[src/rtl/exu_pkg.sv]
// Shared types for the execute unit: operation codes, flag positions and
// the decoded control word. Assumes an 8-bit-style accumulator machine.
package exu_pkg;
    localparam int OP_W   = 5;
    localparam int FLAG_N = 3;
    localparam int FLG_C  = 0;
    localparam int FLG_DC = 1;
    localparam int FLG_Z  = 2;

    typedef enum logic [OP_W-1:0] {
        OP_ST_ACC      = 5'd0,
        OP_CLEAR       = 5'd1,
        OP_SUB_F       = 5'd2,
        OP_DEC_F       = 5'd3,
        OP_OR_F        = 5'd4,
        OP_AND_F       = 5'd5,
        OP_XOR_F       = 5'd6,
        OP_ADD_F       = 5'd7,
        OP_PASS_F      = 5'd8,
        OP_INV_F       = 5'd9,
        OP_INC_F       = 5'd10,
        OP_DEC_SKZ     = 5'd11,
        OP_ROR_C       = 5'd12,
        OP_ROL_C       = 5'd13,
        OP_NIB_SWAP    = 5'd14,
        OP_INC_SKZ     = 5'd15,
        OP_BIT_CLR     = 5'd16,
        OP_BIT_SET     = 5'd17,
        OP_SKIP_IF_CLR = 5'd18,
        OP_SKIP_IF_SET = 5'd19,
        OP_LD_LIT      = 5'd20,
        OP_OR_LIT      = 5'd21,
        OP_AND_LIT     = 5'd22,
        OP_XOR_LIT     = 5'd23,
        OP_ADD_LIT     = 5'd24,
        OP_SUB_LIT     = 5'd25
    } exu_op_e;

    typedef enum logic [1:0] {AM_ADD, AM_SUB, AM_INC, AM_DEC} arith_mode_e;

    typedef enum logic [3:0] {
        LU_ACC, LU_ZERO, LU_OR, LU_AND, LU_XOR, LU_OPND,
        LU_INV, LU_ROR, LU_ROL, LU_SWAP, LU_BCLR, LU_BSET
    } logic_fn_e;

    typedef enum logic [1:0] {DST_FIELD, DST_MEM, DST_ACC} dest_rule_e;

    typedef enum logic [1:0] {SK_NONE, SK_ZERO, SK_BIT_LO, SK_BIT_HI} skip_rule_e;

    typedef struct packed {
        logic              wr;
        dest_rule_e        dst;
        logic              use_arith;
        arith_mode_e       am;
        logic_fn_e         lf;
        logic [FLAG_N-1:0] fmask;
        skip_rule_e        sk;
    } exu_ctl_t;

    localparam logic [FLAG_N-1:0] FM_NONE  = 3'b000;
    localparam logic [FLAG_N-1:0] FM_C     = 3'b001;
    localparam logic [FLAG_N-1:0] FM_Z     = 3'b100;
    localparam logic [FLAG_N-1:0] FM_ARITH = 3'b111;
endpackage

[src/rtl/exu_decode.sv]
// Operation decoder: maps a 5-bit code to a control word (write, destination
// rule, datapath select, flag-update mask, skip rule). Unknown codes give
// an all-zero word, which writes nothing and touches no flag.
module exu_decode
    import exu_pkg::*;
(
    input  logic [OP_W-1:0] op,
    output exu_ctl_t        ctl
);
    // Purpose: table lookup from code to control word.
    always_comb begin
        ctl = '0;
        case (op)
            OP_ST_ACC:      begin ctl.wr = 1'b1; ctl.dst = DST_MEM; ctl.lf = LU_ACC; end
            OP_CLEAR:       begin ctl.wr = 1'b1; ctl.lf = LU_ZERO; ctl.fmask = FM_Z; end
            OP_SUB_F:       begin ctl.wr = 1'b1; ctl.use_arith = 1'b1; ctl.am = AM_SUB; ctl.fmask = FM_ARITH; end
            OP_DEC_F:       begin ctl.wr = 1'b1; ctl.use_arith = 1'b1; ctl.am = AM_DEC; ctl.fmask = FM_Z; end
            OP_OR_F:        begin ctl.wr = 1'b1; ctl.lf = LU_OR;  ctl.fmask = FM_Z; end
            OP_AND_F:       begin ctl.wr = 1'b1; ctl.lf = LU_AND; ctl.fmask = FM_Z; end
            OP_XOR_F:       begin ctl.wr = 1'b1; ctl.lf = LU_XOR; ctl.fmask = FM_Z; end
            OP_ADD_F:       begin ctl.wr = 1'b1; ctl.use_arith = 1'b1; ctl.am = AM_ADD; ctl.fmask = FM_ARITH; end
            OP_PASS_F:      begin ctl.wr = 1'b1; ctl.lf = LU_OPND; ctl.fmask = FM_Z; end
            OP_INV_F:       begin ctl.wr = 1'b1; ctl.lf = LU_INV;  ctl.fmask = FM_Z; end
            OP_INC_F:       begin ctl.wr = 1'b1; ctl.use_arith = 1'b1; ctl.am = AM_INC; ctl.fmask = FM_Z; end
            OP_DEC_SKZ:     begin ctl.wr = 1'b1; ctl.use_arith = 1'b1; ctl.am = AM_DEC; ctl.sk = SK_ZERO; end
            OP_ROR_C:       begin ctl.wr = 1'b1; ctl.lf = LU_ROR; ctl.fmask = FM_C; end
            OP_ROL_C:       begin ctl.wr = 1'b1; ctl.lf = LU_ROL; ctl.fmask = FM_C; end
            OP_NIB_SWAP:    begin ctl.wr = 1'b1; ctl.lf = LU_SWAP; end
            OP_INC_SKZ:     begin ctl.wr = 1'b1; ctl.use_arith = 1'b1; ctl.am = AM_INC; ctl.sk = SK_ZERO; end
            OP_BIT_CLR:     begin ctl.wr = 1'b1; ctl.dst = DST_MEM; ctl.lf = LU_BCLR; end
            OP_BIT_SET:     begin ctl.wr = 1'b1; ctl.dst = DST_MEM; ctl.lf = LU_BSET; end
            OP_SKIP_IF_CLR: begin ctl.sk = SK_BIT_LO; end
            OP_SKIP_IF_SET: begin ctl.sk = SK_BIT_HI; end
            OP_LD_LIT:      begin ctl.wr = 1'b1; ctl.dst = DST_ACC; ctl.lf = LU_OPND; end
            OP_OR_LIT:      begin ctl.wr = 1'b1; ctl.dst = DST_ACC; ctl.lf = LU_OR;  ctl.fmask = FM_Z; end
            OP_AND_LIT:     begin ctl.wr = 1'b1; ctl.dst = DST_ACC; ctl.lf = LU_AND; ctl.fmask = FM_Z; end
            OP_XOR_LIT:     begin ctl.wr = 1'b1; ctl.dst = DST_ACC; ctl.lf = LU_XOR; ctl.fmask = FM_Z; end
            OP_ADD_LIT:     begin ctl.wr = 1'b1; ctl.dst = DST_ACC; ctl.use_arith = 1'b1; ctl.am = AM_ADD; ctl.fmask = FM_ARITH; end
            OP_SUB_LIT:     begin ctl.wr = 1'b1; ctl.dst = DST_ACC; ctl.use_arith = 1'b1; ctl.am = AM_SUB; ctl.fmask = FM_ARITH; end
            default:        ctl = '0;
        endcase
    end
endmodule

[src/rtl/exu_arith.sv]
// Shared adder for add, subtract, increment and decrement. Subtract feeds
// the inverted accumulator with carry-in 1, so carry out means no borrow.
// Assumes DW is even; the half-width carry is the digit carry.
module exu_arith
    import exu_pkg::*;
#(
    parameter int DW = 8
) (
    input  logic [DW-1:0] opnd,
    input  logic [DW-1:0] acc,
    input  arith_mode_e   mode,
    output logic [DW-1:0] sum,
    output logic          cout,
    output logic          hcout
);
    localparam int HW = DW / 2;

    logic [DW-1:0] addend;
    logic          cin;
    logic [DW:0]   full;
    logic [HW:0]   half;

    // Purpose: pick the second addend and carry-in for the mode.
    always_comb begin
        case (mode)
            AM_ADD:  begin addend = acc;          cin = 1'b0; end
            AM_SUB:  begin addend = ~acc;         cin = 1'b1; end
            AM_INC:  begin addend = '0;           cin = 1'b1; end
            default: begin addend = {DW{1'b1}};   cin = 1'b0; end
        endcase
    end

    assign full  = {1'b0, opnd} + {1'b0, addend} + {{DW{1'b0}}, cin};
    assign half  = {1'b0, opnd[HW-1:0]} + {1'b0, addend[HW-1:0]} + {{HW{1'b0}}, cin};
    assign sum   = full[DW-1:0];
    assign cout  = full[DW];
    assign hcout = half[HW];
endmodule

[src/rtl/exu_logic.sv]
// Non-arithmetic datapath: bitwise ops, moves, rotates through carry,
// nibble swap and single-bit set/clear. Also gives the carry a rotate
// shifts out. Assumes DW is even and at least 2.
module exu_logic
    import exu_pkg::*;
#(
    parameter int DW = 8,
    localparam int BW = $clog2(DW)
) (
    input  logic_fn_e     fn,
    input  logic [DW-1:0] opnd,
    input  logic [DW-1:0] acc,
    input  logic          cin,
    input  logic [BW-1:0] bsel,
    output logic [DW-1:0] res,
    output logic          rot_c
);
    localparam int HW = DW / 2;

    logic [DW-1:0] bmask;

    assign bmask = {{(DW-1){1'b0}}, 1'b1} << bsel;

    // Purpose: select the logic result for the function.
    always_comb begin
        case (fn)
            LU_ACC:  res = acc;
            LU_ZERO: res = '0;
            LU_OR:   res = opnd | acc;
            LU_AND:  res = opnd & acc;
            LU_XOR:  res = opnd ^ acc;
            LU_OPND: res = opnd;
            LU_INV:  res = ~opnd;
            LU_ROR:  res = {cin, opnd[DW-1:1]};
            LU_ROL:  res = {opnd[DW-2:0], cin};
            LU_SWAP: res = {opnd[HW-1:0], opnd[DW-1:HW]};
            LU_BCLR: res = opnd & ~bmask;
            LU_BSET: res = opnd | bmask;
            default: res = '0;
        endcase
    end

    // Purpose: carry shifted out by a rotate.
    assign rot_c = (fn == LU_ROR) ? opnd[0] : opnd[DW-1];
endmodule

[src/rtl/exu_core.sv]
// Execute unit top: decodes the operation, runs both datapaths, merges
// flags under the per-operation mask, forms destination and skip, and
// registers everything for one cycle of latency. Assumes the operand is
// already read and the caller performs the write using the outputs.
module exu_core
    import exu_pkg::*;
#(
    parameter int DW = 8,
    localparam int BW = $clog2(DW)
) (
    input  logic              clk,
    input  logic              rst_n,
    input  logic              in_valid,
    input  logic [OP_W-1:0]   op,
    input  logic              dst_bit,
    input  logic [BW-1:0]     bit_sel,
    input  logic [DW-1:0]     opnd,
    input  logic [DW-1:0]     acc,
    input  logic [FLAG_N-1:0] flags_in,
    output logic              out_valid,
    output logic [DW-1:0]     result,
    output logic              result_we,
    output logic              result_to_mem,
    output logic [FLAG_N-1:0] flags_out,
    output logic [FLAG_N-1:0] flags_we,
    output logic              skip
);
    exu_ctl_t          ctl;
    logic [DW-1:0]     a_sum;
    logic              a_cout;
    logic              a_hcout;
    logic [DW-1:0]     l_res;
    logic              l_rotc;
    logic [DW-1:0]     res_c;
    logic [FLAG_N-1:0] nflag;
    logic [FLAG_N-1:0] merged;
    logic              to_mem_c;
    logic              skip_c;

    exu_decode u_dec (.op(op), .ctl(ctl));

    exu_arith #(.DW(DW)) u_arith (
        .opnd(opnd), .acc(acc), .mode(ctl.am),
        .sum(a_sum), .cout(a_cout), .hcout(a_hcout)
    );

    exu_logic #(.DW(DW)) u_logic (
        .fn(ctl.lf), .opnd(opnd), .acc(acc), .cin(flags_in[FLG_C]),
        .bsel(bit_sel), .res(l_res), .rot_c(l_rotc)
    );

    // Purpose: choose the datapath result.
    assign res_c = ctl.use_arith ? a_sum : l_res;

    // Purpose: candidate flag values before masking.
    assign nflag[FLG_C]  = ctl.use_arith ? a_cout : l_rotc;
    assign nflag[FLG_DC] = a_hcout;
    assign nflag[FLG_Z]  = (res_c == '0);

    // Purpose: per-flag merge, keep the incoming value when not enabled.
    for (genvar k = 0; k < FLAG_N; k++) begin : g_flag
        assign merged[k] = ctl.fmask[k] ? nflag[k] : flags_in[k];
    end

    // Purpose: resolve the destination rule.
    always_comb begin
        case (ctl.dst)
            DST_MEM: to_mem_c = 1'b1;
            DST_ACC: to_mem_c = 1'b0;
            default: to_mem_c = dst_bit;
        endcase
    end

    // Purpose: resolve the skip rule.
    always_comb begin
        case (ctl.sk)
            SK_ZERO:   skip_c = (res_c == '0);
            SK_BIT_LO: skip_c = ~opnd[bit_sel];
            SK_BIT_HI: skip_c = opnd[bit_sel];
            default:   skip_c = 1'b0;
        endcase
    end

    // Purpose: output register stage with synchronous reset.
    always_ff @(posedge clk) begin
        if (!rst_n) begin
            out_valid     <= 1'b0;
            result        <= '0;
            result_we     <= 1'b0;
            result_to_mem <= 1'b0;
            flags_out     <= '0;
            flags_we      <= '0;
            skip          <= 1'b0;
        end else begin
            out_valid     <= in_valid;
            result        <= res_c;
            result_we     <= in_valid & ctl.wr;
            result_to_mem <= to_mem_c;
            flags_out     <= merged;
            flags_we      <= in_valid ? ctl.fmask : '0;
            skip          <= in_valid & skip_c;
        end
    end

    // valid follows the issuing cycle by one clock.
    a_r1_one_cycle: assert property (@(posedge clk) disable iff (!rst_n)
        $past(rst_n) |-> (out_valid == $past(in_valid)));

    // idle cycles produce no write, no flag enable, no skip.
    a_r13_idle_quiet: assert property (@(posedge clk) disable iff (!rst_n)
        !out_valid |-> (flags_we == '0 && !skip && !result_we));

    // an unenabled flag carries the incoming value through.
    a_r12_flag_hold: assert property (@(posedge clk) disable iff (!rst_n)
        out_valid |-> (((flags_out ^ $past(flags_in)) & ~flags_we) == '0));

    // zero flag, whenever enabled, agrees with the registered result.
    a_r5_z_matches: assert property (@(posedge clk) disable iff (!rst_n)
        (out_valid && flags_we[FLG_Z]) |-> (flags_out[FLG_Z] == (result == '0)));

    // literal operations always write the accumulator.
    a_r2_lit_to_acc: assert property (@(posedge clk) disable iff (!rst_n)
        (out_valid && $past(op) >= OP_LD_LIT && $past(op) <= OP_SUB_LIT)
            |-> (result_we && !result_to_mem));

    // digit carry is only ever enabled by add or subtract.
    a_r3_dc_arith_only: assert property (@(posedge clk) disable iff (!rst_n)
        flags_we[FLG_DC] |-> ($past(op) == OP_ADD_F || $past(op) == OP_SUB_F ||
                              $past(op) == OP_ADD_LIT || $past(op) == OP_SUB_LIT));

    // skip comes only from the skip-capable codes.
    a_r8_skip_source: assert property (@(posedge clk) disable iff (!rst_n)
        skip |-> ($past(op) == OP_DEC_SKZ || $past(op) == OP_INC_SKZ ||
                  $past(op) == OP_SKIP_IF_CLR || $past(op) == OP_SKIP_IF_SET));
endmodule

[config.mk]
export PLATFORM = sky130hd
export DESIGN_NAME = exu_core
export DESIGN_NICKNAME = d
export VERILOG_FILES = /design/src/rtl/exu_pkg.sv /design/src/rtl/exu_decode.sv /design/src/rtl/exu_arith.sv /design/src/rtl/exu_logic.sv /design/src/rtl/exu_core.sv
export SDC_FILE = /design/constraint.sdc
export NUM_CORES = 1
export LEC_CHECK = 0
export BUFFER_PORTS_ARGS = -buffer_cell sky130_fd_sc_hd__buf_2
export CORE_AREA = 5 5 78 80
export CTS_CLUSTER_SIZE = 16
export DETAILED_ROUTE_END_ITERATION = 10
export DIE_AREA = 0 0 83 85
export MAX_ROUTING_LAYER = met4
export PLACE_DENSITY = 0.73
export SLEW_MARGIN = 40
export SYNTH_ARGS = -nofsm -noshare
export SYNTH_HDL_FRONTEND = slang
export SYNTH_SLANG_ARGS = --single-unit
[constraint.sdc]
create_clock -name clk -period 5.4 [get_ports clk]
set_clock_uncertainty 0.1 [all_clocks]
set_input_delay 1.08 -clock clk [delete_from_list [all_inputs] [get_ports clk]]
set_output_delay 1.08 -clock clk [all_outputs]
set_load 0.05 [all_outputs]
==> results of run 1 <==
cell usage after synthesis (all sizes together) (4+ instances only):
| cell | number |
|---|---|
| xor2 | 9 |
| nand3 | 14 |
| nand2 | 22 |
| nor3 | 6 |
| a211oi | 8 |
| ha | 11 |
| a21boi | 5 |
| a211o | 8 |
| buf | 18 |
| a21oi | 32 |
| nand2b | 7 |
| nand4 | 5 |
| and2 | 8 |
| nor2 | 29 |
| o21ai | 18 |
| xnor2 | 4 |
| a21o | 6 |
| nor3b | 6 |
| dfxtp | 18 |
| nor2b | 23 |
| clkbuf | 6 |
| a31oi | 4 |
| o22ai | 5 |
| inv | 13 |
per-layer routing:
metal / up-vias / share of wire, %
li1: 1374 / -
met1: 1421 / 43
met2: 171 / 46
met3: 27 / 7.7
met4: 0 / 3.2
met5: - / 0
how the worst max path moves through the flow:
stage	from	endpoint	slack [ns]	cells after the start
final	op[0]	flags_out[2]$_SDFF_PN0_	0.38	17
after global routing	op[0]	flags_out[2]$_SDFF_PN0_	0.16	17
after CTS	op[0]	flags_out[2]$_SDFF_PN0_	0.46	17
after detailed placement	op[0]	flags_out[2]$_SDFF_PN0_	0.25	17
after global placement	op[0]	flags_out[2]$_SDFF_PN0_	0.43	17
after floorplan	op[0]	flags_out[2]$_SDFF_PN0_	0.25	20
worst max-delay path, cell delays in order:
cell	delay [ns]
buf_2	0.20
nor2b_1	0.25
a32oi_1	0.13
nor2_1	0.19
inv_1	0.07
ha_1	0.30
a211o_1	0.31
fa_1	0.43
fa_1	0.44
a211oi_1	0.35
nor2_1	0.13
a21o_1	0.19
a21oi_1	0.21
xnor2_1	0.11
a211oi_2	0.29
nand3_1	0.14
o32ai_2	0.26
area by class of cell:
| type | count | area share, % |
|---|---|---|
| Multi-Input combinational cell | 294 | 70.5 |
| Sequential cell | 18 | 12.3 |
| Timing Repair Buffer | 57 | 10.5 |
| Tap cell | 72 | 3.09 |
| Clock buffer | 4 | 1.89 |
| Inverter | 13 | 1.67 |
stage by stage:
step | util [%] | setup slack [ns] | cells | instance area [µm²]
after floorplan | - | 0.252 | 349 | 2660
after global placement | 53.5 | 0.431 | 454 | 2860
after detailed placement | 53.6 | 0.253 | 454 | 2860
after CTS | 54.7 | 0.461 | 458 | 2920
after global routing | 54.7 | 0.160 | 458 | 2920
final | 54.7 | 0.379 | 458 | 2920
cells by family after synthesis:
| logic type | count (synthesis) |
|---|---|
| adders and majority gates | 14 |
| xor gates and xnor gates | 13 |
| and+or+nand+nor | 137 |
| AOI/OAI and AO/OA | 124 |
| DFF | 18 |
| buffers and inverters | 37 |
| muxes | 6 |
state kept, by name (all words and copies together) (netlist names):
signal,flops
flags_we,3
result,8
result_we,1
result_to_mem,1
flags_out,3
skip,1
out_valid,1
power by group through the flow:
stage	Clock [W]	Combinational (W)	Sequential [W]
after floorplan	0	0.000170	0.000188
after global placement	0	0.000280	0.000148
after detailed placement	0	0.000281	0.000149
after CTS	0.000106	0.000284	0.000146
after global routing	0.000111	0.000312	0.000147
final	0.000104	0.000290	0.000146
==> reports/summary.txt, run 1 <==
met3 Use GR -> 3.69%
Die Footprint -> 7060 µm²
CTS Buf Count -> 3
synth top area cells -> dfxtp_1, a21oi_1, nor2b_1
worst vdd ir -> 134 µV
flops & latches, synth -> 18
cts hold-fix bufs -> 0
total grt overflow -> 0
ANT nets after route -> 0
DR DRC count -> 0
Final setup violation count -> 0
Syn Nets -> 393
status -> completed
Rows -> 27
most frequent cells in the layout -> buf_2, a21oi_1, nor2_1
YS warnings -> 0
Post-Synth Simple-Gate Area -> 28.5%
clk buf depth -> 2
share of layout cells above drive strength 1 -> 21.0%
Worst-Margin Slew -> 0.897 ns
Hold WS -> 0.990 ns
startpoint class of the critical path -> input pin
CTS root buf -> clkbuf_8
CTS tree -> built
combinational share of power -> 53.8%
PortBufs -> 48
Core Region -> 5340 µm²
Post-CTS Setup Bufs -> 0
Area Overhead vs Synth -> 9.59%
Seq pwr share -> 27.0%
Multi-input gate area -> 2060 µm²
fillers -> 544
commonest non-fill, non-tap cell in the layout -> buf_2
Worst Hold Endpoint -> flags_out[1]$_SDFF_PN0_
Initial DRC Count -> 312
syn_area_per_cell -> 7.63 µm²
post-detail-place hpwl -> 7370 µm
max frequency -> 199 MHz
RSZ-0062 raised after global routing -> no
largest net degree at the start of global routing -> 28
largest family of logic cells by synthesized area -> compound AO/OA/AOI/OAI gates
Post-synth EDFFs -> 0
critical path endpoint category -> flop
crit-path max FO -> 12
Avg WL per Cell -> 21.0 µm
HP Class -> input pin to flop
# Max-Cap Violations -> 0
Max-Slew Margin vs Limit -> 40.2%
critical path arrival -> 5.08 ns
Die Y -> 85 µm
Initial Utilization -> 49.9%
Die W -> 83 µm
GPL Wtd Cong -> 1.06
Main synth FF type -> dfxtp_1
Synth top area share -> 13.5%
required time worst endpoint -> 5.46 ns
Clock Pin Slew Worst Setup and Hold Paths -> 0.06 ns
vias in the first global route -> 2779
register area -> 360 µm²
Int Power -> 0.000308 W
routed via count -> 2993
cell taking the most area after synthesis -> dfxtp_1
Hold Path Stages -> 3
Tot Pwr -> 0.000540 W
All-Layer GR Usage -> 27.6%
routed wire length -> 9600 µm
Cell variety after synth -> 78
area share of fa/ha/maj cells after synthesis -> 7.05%
Slew Limit Fails -> 0
Post-Syn Area -> 2660 µm²
H-Tree Depth -> 1
final worst-path cycle share -> 93.0%
Post-synth ARST share -> 0%
critical path class -> input pin to flop
compound-cell area share of the yosys netlist -> 33.6%
Top Usage Layer GRT -> met2
Sum Neg Setup Slack -> 0 ns
clock power share -> 19.2%
leak pwr -> 1.27 nW
GR Util met1 -> 35.7%
routed vias/inst -> 6.53
pwr dens -> 185 nW/µm²
antenna violations before repair -> 0
CTS-repair resized insts -> 0
Ports -> 49
Switching Fraction -> 42.9%
met2 Usage GRT -> 44.2%
Tmin final -> 5.02 ns
n_diodes -> 0
first-pass GRT wire length -> 15200 µm
register area share after synthesis -> 13.5%
first-pass detailed-route iteration total -> 6
HP Start -> flags_in[1]
synthesized instance count -> 349
XOR/XNOR Fraction of Synth Area -> 4.56%
Final Hold Viols -> 0
mux contribution to synthesized area -> 3.24%
switching pwr -> 0.000231 W
Sink Count -> 18
final net count -> 431
No activity file was read; power rests on OpenSTA's default activity.
==> run 2, diff against run 1 <==
--- a/config.mk
+++ b/config.mk
@@ -6,10 +6,12 @@
 export NUM_CORES = 1
 export LEC_CHECK = 0
 export BUFFER_PORTS_ARGS = -buffer_cell sky130_fd_sc_hd__buf_2
-export CORE_AREA = 5 5 78 80
+export CELL_PAD_IN_SITES_DETAIL_PLACEMENT = 1
+export CELL_PAD_IN_SITES_GLOBAL_PLACEMENT = 1
+export CORE_AREA = 5 5 90 92
 export CTS_CLUSTER_SIZE = 16
 export DETAILED_ROUTE_END_ITERATION = 10
-export DIE_AREA = 0 0 83 85
+export DIE_AREA = 0 0 95 97
 export MAX_ROUTING_LAYER = met4
 export PLACE_DENSITY = 0.73
 export SLEW_MARGIN = 40
==> reports/summary.txt, run 2 (synthesized netlist as in run 1, its figures left out) <==
status -> completed
GPL Wtd Cong -> 0.969 (-8.2%)
critical path endpoint category -> flop
Post-CTS Setup Bufs -> 0 (unchanged)
commonest non-fill, non-tap cell in the layout -> buf_2
largest net degree at the start of global routing -> 28 (unchanged)
Rows -> 31 (+15%)
startpoint class of the critical path -> input pin
first-pass detailed-route iteration total -> 4 (-2)
cts hold-fix bufs -> 0 (unchanged)
share of layout cells above drive strength 1 -> 21.2% (+0.26 points)
Worst Hold Endpoint -> flags_out[1]$_SDFF_PN0_
Area Overhead vs Synth -> 10.8%
CTS Buf Count -> 3 (unchanged)
HP Class -> input pin to flop
Avg WL per Cell -> 21.2 µm (+1.1%)
Ports -> 49 (unchanged)
H-Tree Depth -> 1 (unchanged)
final worst-path cycle share -> 93.0% (about the same)
CP max stage delay -> 0.50 ns (+0.06 ns)
Die W -> 95 µm (+14%)
HP Start -> flags_in[1]
PortBufs -> 48 (unchanged)
first-pass GRT wire length -> 16000 µm (+5.5%)
# Max-Cap Violations -> 0 (unchanged)
post-detail-place hpwl -> 8050 µm (+9.2%)
antenna violations before repair -> 0 (unchanged)
Final setup violation count -> 0 (unchanged)
Tmin final -> 5.02 ns (+0.00136 ns)
final net count -> 432 (+0.23%)
total grt overflow -> 0 (unchanged)
RSZ-0062 raised after global routing -> no
crit-path max FO -> 9 (-3)
CTS tree -> built
Core Region -> 7140 µm² (+34%)
Initial DRC Count -> 174 (-44%)
Initial Utilization -> 37.3% (-13 points)
Sink Count -> 18 (unchanged)
ANT nets after route -> 0 (unchanged)
Clock Pin Slew Worst Setup and Hold Paths -> 0.06 ns (about the same)
Tot Pwr -> 0.000526 W (-2.5%)
CP Launch Point -> op[0]
CTS-repair resized insts -> 0 (unchanged)
most frequent CP cell -> fa_1
routed wire length -> 10300 µm (+7.1%)
register area -> 360 µm² (unchanged)
Sum Neg Setup Slack -> 0 ns (unchanged)
Worst-Margin Slew -> 0.827 ns (-0.0700 ns)
critical path class -> input pin to flop
pwr dens -> 178 nW/µm² (-3.6%)
Die Y -> 97 µm (+14%)
Hold Path Stages -> 3 (unchanged)
CP max stage cell -> a2111oi_2
clk buf depth -> 2 (unchanged)
Final Hold Viols -> 0 (unchanged)
Multi-input gate area -> 2060 µm² (+0.24%)
fillers -> 938 (+72%)
CTS root buf -> clkbuf_8
max frequency -> 199 MHz (about the same)
worst vdd ir -> 69.6 µV (-48%)
required time worst endpoint -> 5.46 ns (about the same)
biggest regs -> result: 8 flops, flags_out: 3 flops, flags_we: 3 flops
All-Layer GR Usage -> 22.6% (-5.0 points)
Max-Slew Margin vs Limit -> 44.7% (+4.5 points)
n_diodes -> 0 (unchanged)
Slew Limit Fails -> 0 (unchanged)
vias in the first global route -> 2971 (+6.9%)
CP Cell Sequence -> buf_2, nor2b_1, a32oi_1, nor2_1, inv_1, ha_1, a211o_1, fa_1, fa_1, xnor2_1, o22ai_1, a2111oi_2, nand4_1, nor4_2, nand3_1, o32ai_2
critical path arrival -> 5.09 ns (about the same)
largest register by flop count -> result
routed vias/inst -> 6.04 (-7.5%)
leak pwr -> 1.27 nW (about the same)
routed via count -> 2931 (-2.1%)
most frequent cells in the layout -> buf_2, a21oi_1, nor2_1
DR DRC count -> 0 (unchanged)
Die Footprint -> 9220 µm² (+31%)
Largest register FFs -> 8 (unchanged)
run 2: layout make-up:
cell class | count | area share (%)
flip-flops and latches | 18 | 12.2
repair buffers | 58 | 10.7
well taps | 99 | 4.20
clock buffers | 3 | 1.40
multi-input cells | 294 | 69.8
inverters | 13 | 1.65
run 2: through the flow:
| stage | setup slack [ns] | hold slack [ns] | std cells | cell area, µm² | utilization [%] |
|---|---|---|---|---|---|
| final | 0.377 | 1.00 | 485 | 2950 | 41.3 |
| after global routing | 0.148 | 1.01 | 485 | 2950 | 41.3 |
| after CTS | 0.391 | 0.997 | 485 | 2950 | 41.3 |
| after detailed placement | 0.160 | 1.26 | 482 | 2900 | 40.7 |
| after global placement | 0.331 | 1.25 | 482 | 2900 | 40.6 |
| after floorplan | 0.252 | 1.12 | 349 | 2660 | - |
run 2: worst max path at each step:
stage,to,slack [ns]
floorplan,flags_out[2]$_SDFF_PN0_,0.25
CTS,flags_out[2]$_SDFF_PN0_,0.39
global placement,flags_out[2]$_SDFF_PN0_,0.33
detailed placement,flags_out[2]$_SDFF_PN0_,0.16
finish,flags_out[2]$_SDFF_PN0_,0.38
global route,flags_out[2]$_SDFF_PN0_,0.15
run 2: critical path, delay by kind of cell:
family                   cells  cell delay, ns
AO/OA/AOI/OAI                5            1.29
XOR/XNOR                     1            0.22
adder cells (fa/ha/maj)      3            1.08
buffers and inverters        2            0.25
AND/OR/NAND/NOR              5            1.16
run 2: power by group:
group	switching [W]	leakage [nW]	internal (W)
combinational	0.000193	1.10	0.000100
sequential	0.00000229	0.149	0.000144
clock	0.0000371	0.0216	0.0000494
total	0.000233	1.27	0.000294
run 2: layer usage:
metal  vias to the layer above  wire (µm)  GRT usage, %
met2                       136       4890          37.0
met5                         -          0             -
met1                      1409       4580          29.9
li1                       1372          -             -
met4                         0        205          6.33
met3                        14        600          1.47
